### config.mk
export PLATFORM = sky130hd
export DESIGN_NAME = link_stat_counter
export DESIGN_NICKNAME = d
export VERILOG_FILES = /design/src/rtl/link_stat_pkg.sv /design/src/rtl/lsc_cfg_regs.sv /design/src/rtl/lsc_inc_sel.sv /design/src/rtl/lsc_counter.sv /design/src/rtl/link_stat_counter.sv
export SDC_FILE = /design/constraint.sdc
export NUM_CORES = 1
export LEC_CHECK = 0
export CAP_MARGIN = 20
export CELL_PAD_IN_SITES_DETAIL_PLACEMENT = 0
export CELL_PAD_IN_SITES_GLOBAL_PLACEMENT = 1
export CORE_ASPECT_RATIO = 0.8
export CORE_MARGIN = 8
export CORE_UTILIZATION = 44
export DETAILED_ROUTE_END_ITERATION = 7
export PLACE_DENSITY = 0.91
export SYNTH_ARGS = -nofsm -noshare
export SYNTH_HDL_FRONTEND = slang
export SYNTH_HIERARCHICAL = 1
export SYNTH_SLANG_ARGS = --single-unit
### constraint.sdc
create_clock -name clk -period 7.1 [get_ports clk]
set_input_delay 1.42 -clock clk [delete_from_list [all_inputs] [get_ports clk]]
set_output_delay 1.42 -clock clk [all_outputs]
set_load 0.05 [all_outputs]
### src/rtl/link_stat_pkg.sv
package link_stat_pkg;
  typedef enum logic [1:0] {
    MODE_RX  = 2'd0,
    MODE_TX  = 2'd1,
    MODE_RES = 2'd2,
    MODE_EVT = 2'd3
  } mon_mode_e;

  localparam int SEL_W = 4;

  localparam logic [1:0] ADDR_CTRL = 2'd0;
  localparam logic [1:0] ADDR_LO   = 2'd1;
  localparam logic [1:0] ADDR_HI   = 2'd2;

  localparam int B_EN    = 0;
  localparam int B_CLR   = 1;
  localparam int B_WCLR  = 2;
  localparam int B_WRAP  = 3;
  localparam int B_MODE  = 4;
  localparam int B_STATE = 8;
  localparam int B_EVT   = 16;
  localparam int B_LANE  = 24;
endpackage

### src/rtl/lsc_cfg_regs.sv
module lsc_cfg_regs
  import link_stat_pkg::*;
(
  input  logic             clk,
  input  logic             rst_n,
  input  logic             wr_ctrl,
  input  logic [31:0]      wdata,
  input  logic             wrap_set,
  output logic             en,
  output logic             clr,
  output mon_mode_e        mode,
  output logic [SEL_W-1:0] st_sel,
  output logic [SEL_W-1:0] evt_sel,
  output logic [SEL_W-1:0] lane_sel,
  output logic             wrap_flag
);
  logic unused_wdata;
  assign unused_wdata = ^{wdata[31:28], wdata[23:20], wdata[15:12], wdata[7:6], wdata[3]};

  assign clr = wr_ctrl & wdata[B_CLR];

  always_ff @(posedge clk) begin
    if (!rst_n) begin
      en        <= 1'b0;
      mode      <= MODE_RX;
      st_sel    <= '0;
      evt_sel   <= '0;
      lane_sel  <= '0;
      wrap_flag <= 1'b0;
    end else begin
      if (wr_ctrl) begin
        en <= wdata[B_EN];
        if (!en) begin
          mode     <= mon_mode_e'(wdata[B_MODE +: 2]);
          st_sel   <= wdata[B_STATE +: SEL_W];
          evt_sel  <= wdata[B_EVT +: SEL_W];
          lane_sel <= wdata[B_LANE +: SEL_W];
        end
      end
      if (wrap_set)
        wrap_flag <= 1'b1;
      else if (wr_ctrl && wdata[B_WCLR])
        wrap_flag <= 1'b0;
    end
  end
endmodule

### src/rtl/lsc_inc_sel.sv
module lsc_inc_sel
  import link_stat_pkg::*;
#(
  parameter int NUM_LANES = 4,
  parameter int NUM_EVT   = 6,
  localparam int EVT_BUS_W = NUM_LANES * NUM_EVT
) (
  input  logic                 en,
  input  mon_mode_e            mode,
  input  logic [SEL_W-1:0]     st_sel,
  input  logic [SEL_W-1:0]     evt_sel,
  input  logic [SEL_W-1:0]     lane_sel,
  input  logic                 rx_valid,
  input  logic                 rx_ready,
  input  logic                 tx_valid,
  input  logic                 tx_ready,
  input  logic [SEL_W-1:0]     link_state,
  input  logic [EVT_BUS_W-1:0] lane_evt,
  output logic                 inc
);
  logic [EVT_BUS_W-1:0] hit_vec;

  for (genvar l = 0; l < NUM_LANES; l++) begin : g_lane
    for (genvar e = 0; e < NUM_EVT; e++) begin : g_evt
      assign hit_vec[l*NUM_EVT + e] = lane_evt[l*NUM_EVT + e]
                                      && (lane_sel == SEL_W'(l))
                                      && (evt_sel == SEL_W'(e));
    end
  end

  logic evt_hit;
  assign evt_hit = |hit_vec;

  always_comb begin
    inc = 1'b0;
    if (en) begin
      unique case (mode)
        MODE_RX:  inc = rx_valid & rx_ready;
        MODE_TX:  inc = tx_valid & tx_ready;
        MODE_RES: inc = (link_state == st_sel);
        MODE_EVT: inc = evt_hit;
        default:  inc = 1'b0;
      endcase
    end
  end
endmodule

### src/rtl/lsc_counter.sv
module lsc_counter #(
  parameter int CNT_W = 64
) (
  input  logic             clk,
  input  logic             rst_n,
  input  logic             clr,
  input  logic             inc,
  output logic [CNT_W-1:0] cnt,
  output logic             wrap_set
);
  assign wrap_set = inc & ~clr & (&cnt);

  always_ff @(posedge clk) begin
    if (!rst_n)
      cnt <= '0;
    else if (clr)
      cnt <= '0;
    else if (inc)
      cnt <= cnt + 1'b1;
  end
endmodule

### src/rtl/link_stat_counter.sv
module link_stat_counter
  import link_stat_pkg::*;
#(
  parameter int NUM_LANES = 4,
  parameter int NUM_EVT   = 6,
  parameter int CNT_W     = 64,
  parameter int HALF_W    = 32,
  localparam int EVT_BUS_W = NUM_LANES * NUM_EVT,
  localparam int HI_W      = CNT_W - HALF_W
) (
  input  logic                 clk,
  input  logic                 rst_n,
  input  logic                 reg_wr,
  input  logic                 reg_rd,
  input  logic [1:0]           reg_addr,
  input  logic [31:0]          reg_wdata,
  output logic [31:0]          reg_rdata,
  input  logic                 rx_valid,
  input  logic                 rx_ready,
  input  logic                 tx_valid,
  input  logic                 tx_ready,
  input  logic [3:0]           link_state,
  input  logic [EVT_BUS_W-1:0] lane_evt
);
  logic             en_q, clr, inc, wrap_set, wrap_q;
  mon_mode_e        mode_q;
  logic [SEL_W-1:0] st_q, evt_q, lane_q;
  logic [CNT_W-1:0] cnt_q;
  logic [HI_W-1:0]  hi_snap_q;
  logic             wr_ctrl;

  assign wr_ctrl = reg_wr && (reg_addr == ADDR_CTRL);

  lsc_cfg_regs u_cfg (
    .clk       (clk),
    .rst_n     (rst_n),
    .wr_ctrl   (wr_ctrl),
    .wdata     (reg_wdata),
    .wrap_set  (wrap_set),
    .en        (en_q),
    .clr       (clr),
    .mode      (mode_q),
    .st_sel    (st_q),
    .evt_sel   (evt_q),
    .lane_sel  (lane_q),
    .wrap_flag (wrap_q)
  );

  lsc_inc_sel #(.NUM_LANES(NUM_LANES), .NUM_EVT(NUM_EVT)) u_sel (
    .en         (en_q),
    .mode       (mode_q),
    .st_sel     (st_q),
    .evt_sel    (evt_q),
    .lane_sel   (lane_q),
    .rx_valid   (rx_valid),
    .rx_ready   (rx_ready),
    .tx_valid   (tx_valid),
    .tx_ready   (tx_ready),
    .link_state (link_state),
    .lane_evt   (lane_evt),
    .inc        (inc)
  );

  lsc_counter #(.CNT_W(CNT_W)) u_cnt (
    .clk      (clk),
    .rst_n    (rst_n),
    .clr      (clr),
    .inc      (inc),
    .cnt      (cnt_q),
    .wrap_set (wrap_set)
  );

  logic [31:0] ctrl_img;
  always_comb begin
    ctrl_img = '0;
    ctrl_img[B_EN]             = en_q;
    ctrl_img[B_WRAP]           = wrap_q;
    ctrl_img[B_MODE +: 2]      = mode_q;
    ctrl_img[B_STATE +: SEL_W] = st_q;
    ctrl_img[B_EVT +: SEL_W]   = evt_q;
    ctrl_img[B_LANE +: SEL_W]  = lane_q;
  end

  always_ff @(posedge clk) begin
    if (!rst_n) begin
      reg_rdata <= '0;
      hi_snap_q <= '0;
    end else if (reg_rd) begin
      unique case (reg_addr)
        ADDR_CTRL: reg_rdata <= ctrl_img;
        ADDR_LO: begin
          reg_rdata <= 32'(cnt_q[HALF_W-1:0]);
          hi_snap_q <= cnt_q[CNT_W-1:HALF_W];
        end
        ADDR_HI:   reg_rdata <= 32'(hi_snap_q);
        default:   reg_rdata <= '0;
      endcase
    end
  end
endmodule

==> out/results.txt <==
status -> finished, final reports clean
yosys warns -> 6
CP delay by family, top -> simple AND/OR/NAND/NOR gates
Layout area overhead -> 22.4%
die area -> 19,900 sq um
layout cells sized above 1 -> 0.0794
Netlist cell types -> 63
Slew HR -> 0.399
final clock skew -> 0.00692 ns
Routed WL -> 19,000 um
via count -> 6,056
r2r setup slk -> 3.22 ns
Die Y -> 128 um
CTS root buf -> clkbuf_16
Reg clk slew, reported paths -> 0.06 ns
worst min path class -> register to register
CP endpoint -> u_cfg/wrap_flag
main area contributors after synthesis -> dfxtp_1 (42%), nand2_1 (7.3%), mux2i_1 (6.1%), o21ai_0 (3.9%), xor2_1 (3.3%)
CTS tree -> built
Startpoint Class -> input pin
# IOs -> 102
Seq/Total Area, Yosys -> 0.419
min Tclk post-route -> 4.65 ns
ratio of total power to cell area -> 230 nW/um^2
max cap viols -> 0
Placed Area -> 7770 sq um
Inserted Diodes -> 0
row count -> 41
switching part of the total -> 0.226
Min Hold Slack -> 0.453 ns
initial antenna violation count -> 0
RSZ-0062 raised after global routing -> no
setup TNS -> 0 ns
Post-Syn Nets -> 876
peak supply drop -> 0.117 mV
Resized Gates After CTS -> 0
syn_area_per_cell -> 8.55 sq um
largest net degree at the start of global routing -> 97
Routed Antenna Nets -> 0
final net count -> 940
CP cell instances -> clkdlybuf4s50_1, xor2_1, nor4_1, o21ai_0, o21ai_0, o211a_1, nand3_1, nor4_1, nand4_1, nor4b_1, o21ai_1, a31oi_1
reg2reg end -> u_cfg/wrap_flag
prevailing post-synth register cell -> dfxtp_1
routability cong. -> 0.834
CP Depth -> 12
GRT Residual Overflow -> 0
final setup vio count -> 0
DP Worst Slack -> 2.03 ns
Clk pwr share -> 0.491
Total Routing Usage GR -> 0.193
DR DRC count -> 0
fmax -> 215 MHz
Synth top area share -> 0.419
Crit Path Max Fanout -> 9
Pwr Total -> 1.93 mW
core area -> 15,500 sq um
H-tree Lvls -> 4
Internal Power -> 1.50 mW
RR Startpoint -> u_cfg/evt_sel[0]
Sink Count -> 144
kind of critical path -> input pin to register
max-slew violations -> 0
sequential share of power -> 0.430
biggest area consumer among synthesized cells -> dfxtp_1
endpoints failing hold -> 0
Worst Max-Slew Pin Slew -> 0.893 ns
# placed instances -> 1,064
R2R cell count -> 11
final instance area -> 8420 sq um
Buffers & Inverters on Critical Path -> 1
final core utilization -> 0.542
initial drt markers -> 464
CP required -> 7.45 ns
clock latency at the later pin of the worst-skew pair -> 0.42 ns
routed len/inst -> 17.3 um
Post-synth EDFFs -> 0
final cell count without fillers -> 1,097
sw power -> 0.436 mW
I/O Buffers -> 86
final setup margin -> 2.45 ns
Seq cells post-synth -> 144
Crit. End Element -> register
ys async rst share -> 0
hpwl dp -> 13,100 um
Logic pwr share -> 0.079
Setup Buffers After CTS -> 0
worst-case clock buffer depth -> 2
leak pwr -> 2.76 nW
CTS Buf Count -> 17
crit path launch -> link_state[0]
Initial Utilization -> 0.443
drt pass-1 iters -> 5
vias in the first global route -> 5,548
Tcrit/Tclk final -> 0.654
Synth Instances -> 805
crit-path max cell delay -> 0.59 ns
Die W -> 156 um
cell area after synthesis -> 6880 sq um
via-per-instance ratio -> 5.52
Worst path slowest cell -> nor4_1
Post-CTS Hold Buffers -> 0
first-pass GRT wire length -> 30,100 um
CP arrival -> 4.99 ns
-- final cells by class --
cell class,count,area (sq um)
clock buffers,21,470
clock inverters,11,160
fillers,1439,7120
inverters,13,48.8
multi-input cells,598,3650
flip-flops and latches,144,2880
well taps,215,269
repair buffers,95,938
-- power by group through the flow --
stage / registers, mW / logic (mW) / clock network (mW)
global placement: 0.848 / 0.150 / 0
global route: 0.832 / 0.164 / 1.00
CTS: 0.831 / 0.152 / 0.964
finish: 0.831 / 0.153 / 0.950
detailed placement: 0.848 / 0.151 / 0
floorplan: 0.875 / 0.0654 / 0
-- cell usage after synthesis, drive strengths merged, types with 13 or more instances --
cell,n
or3,21
nand2,133
a21oi,40
o21ai,54
or2,16
xor2,26
xnor2,15
buf,24
dfxtp,144
a22oi,16
mux2i,42
nand4,34
a31oi,20
a21boi,32
inv,13
nor2,48
nor4,16
clkbuf,26
nand3,20
-- state kept, by name, indices dropped and copies added, names as in the netlist --
| signal | flops |
|---|---|
| u_cfg/lane_sel | 4 |
| u_cfg/evt_sel | 4 |
| reg_rdata | 32 |
| hi_snap_q | 32 |
| u_cfg/wrap_flag | 1 |
| u_cfg/en | 1 |
| u_cnt/cnt | 64 |
| u_cfg/mode | 2 |
| u_cfg/st_sel | 4 |
-- worst min path at each step --
| stage | start | end | cells after the start |
|---|---|---|---|
| final | hi_snap_q[19] | hi_snap_q[19] | 2 |
| after global routing | hi_snap_q[7] | hi_snap_q[7] | 2 |
| after CTS | hi_snap_q[19] | hi_snap_q[19] | 2 |
| after detailed placement | hi_snap_q[19] | hi_snap_q[19] | 2 |
| after global placement | hi_snap_q[6] | hi_snap_q[6] | 2 |
| after floorplan | hi_snap_q[10] | hi_snap_q[10] | 2 |
-- kinds of logic after synthesis --
kind of cell / after synthesis / share of synthesized area
XOR/XNOR: 41 / 0.0522
flip-flops: 144 / 0.419
AND/OR/NAND/NOR: 336 / 0.255
buffers and inverters: 63 / 0.0511
multiplexers: 43 / 0.0643
adder cells (fa/ha/maj): 1 / 0.00182
AO/OA/AOI/OAI: 177 / 0.156
-- layer usage --
layer	part of all wire	up-vias	global-route usage
met5	0	-	0
met4	0.013	0	0.0655
met3	0.072	21	0.0475
met2	0.45	182	0.292
met1	0.47	2853	0.262
li1	-	3000	-
-- cells in the final DEF, fill, tap and decap left out, types with 4 or more instances in the layout --
master and n:
clkdlybuf4s50_1 84, nor2_1 48, a22oi_1 16, o21ai_0 53
a31oi_1 20, nand4_1 31, mux2i_1 42, or3_1 18
a21boi_1 30, clkinv_2 5, nor4_1 12, buf_4 8
a21oi_1 40, or2_2 7, xnor2_1 15, clkbuf_16 17
nand2_1 133, xor2_1 26, bufinv_16 4, inv_1 13
nor3_1 6, dfxtp_1 144, or4_1 7, or2_0 9
o31ai_1 6, and3_1 8, nand3_1 18
-- worst reg2reg max path, cell delays in order (launching register included) --
cell and delay, ns:
dfxtp_1 0.68, inv_1 0.15, o32ai_1 0.30, o2111ai_1 0.14, nand2_1 0.11, o211a_1 0.41
nand3_1 0.21, nor4_1 0.59, nand4_1 0.37, nor4b_1 0.57, o21ai_1 0.10, a31oi_1 0.18
Power figures use the tool's default switching activity.
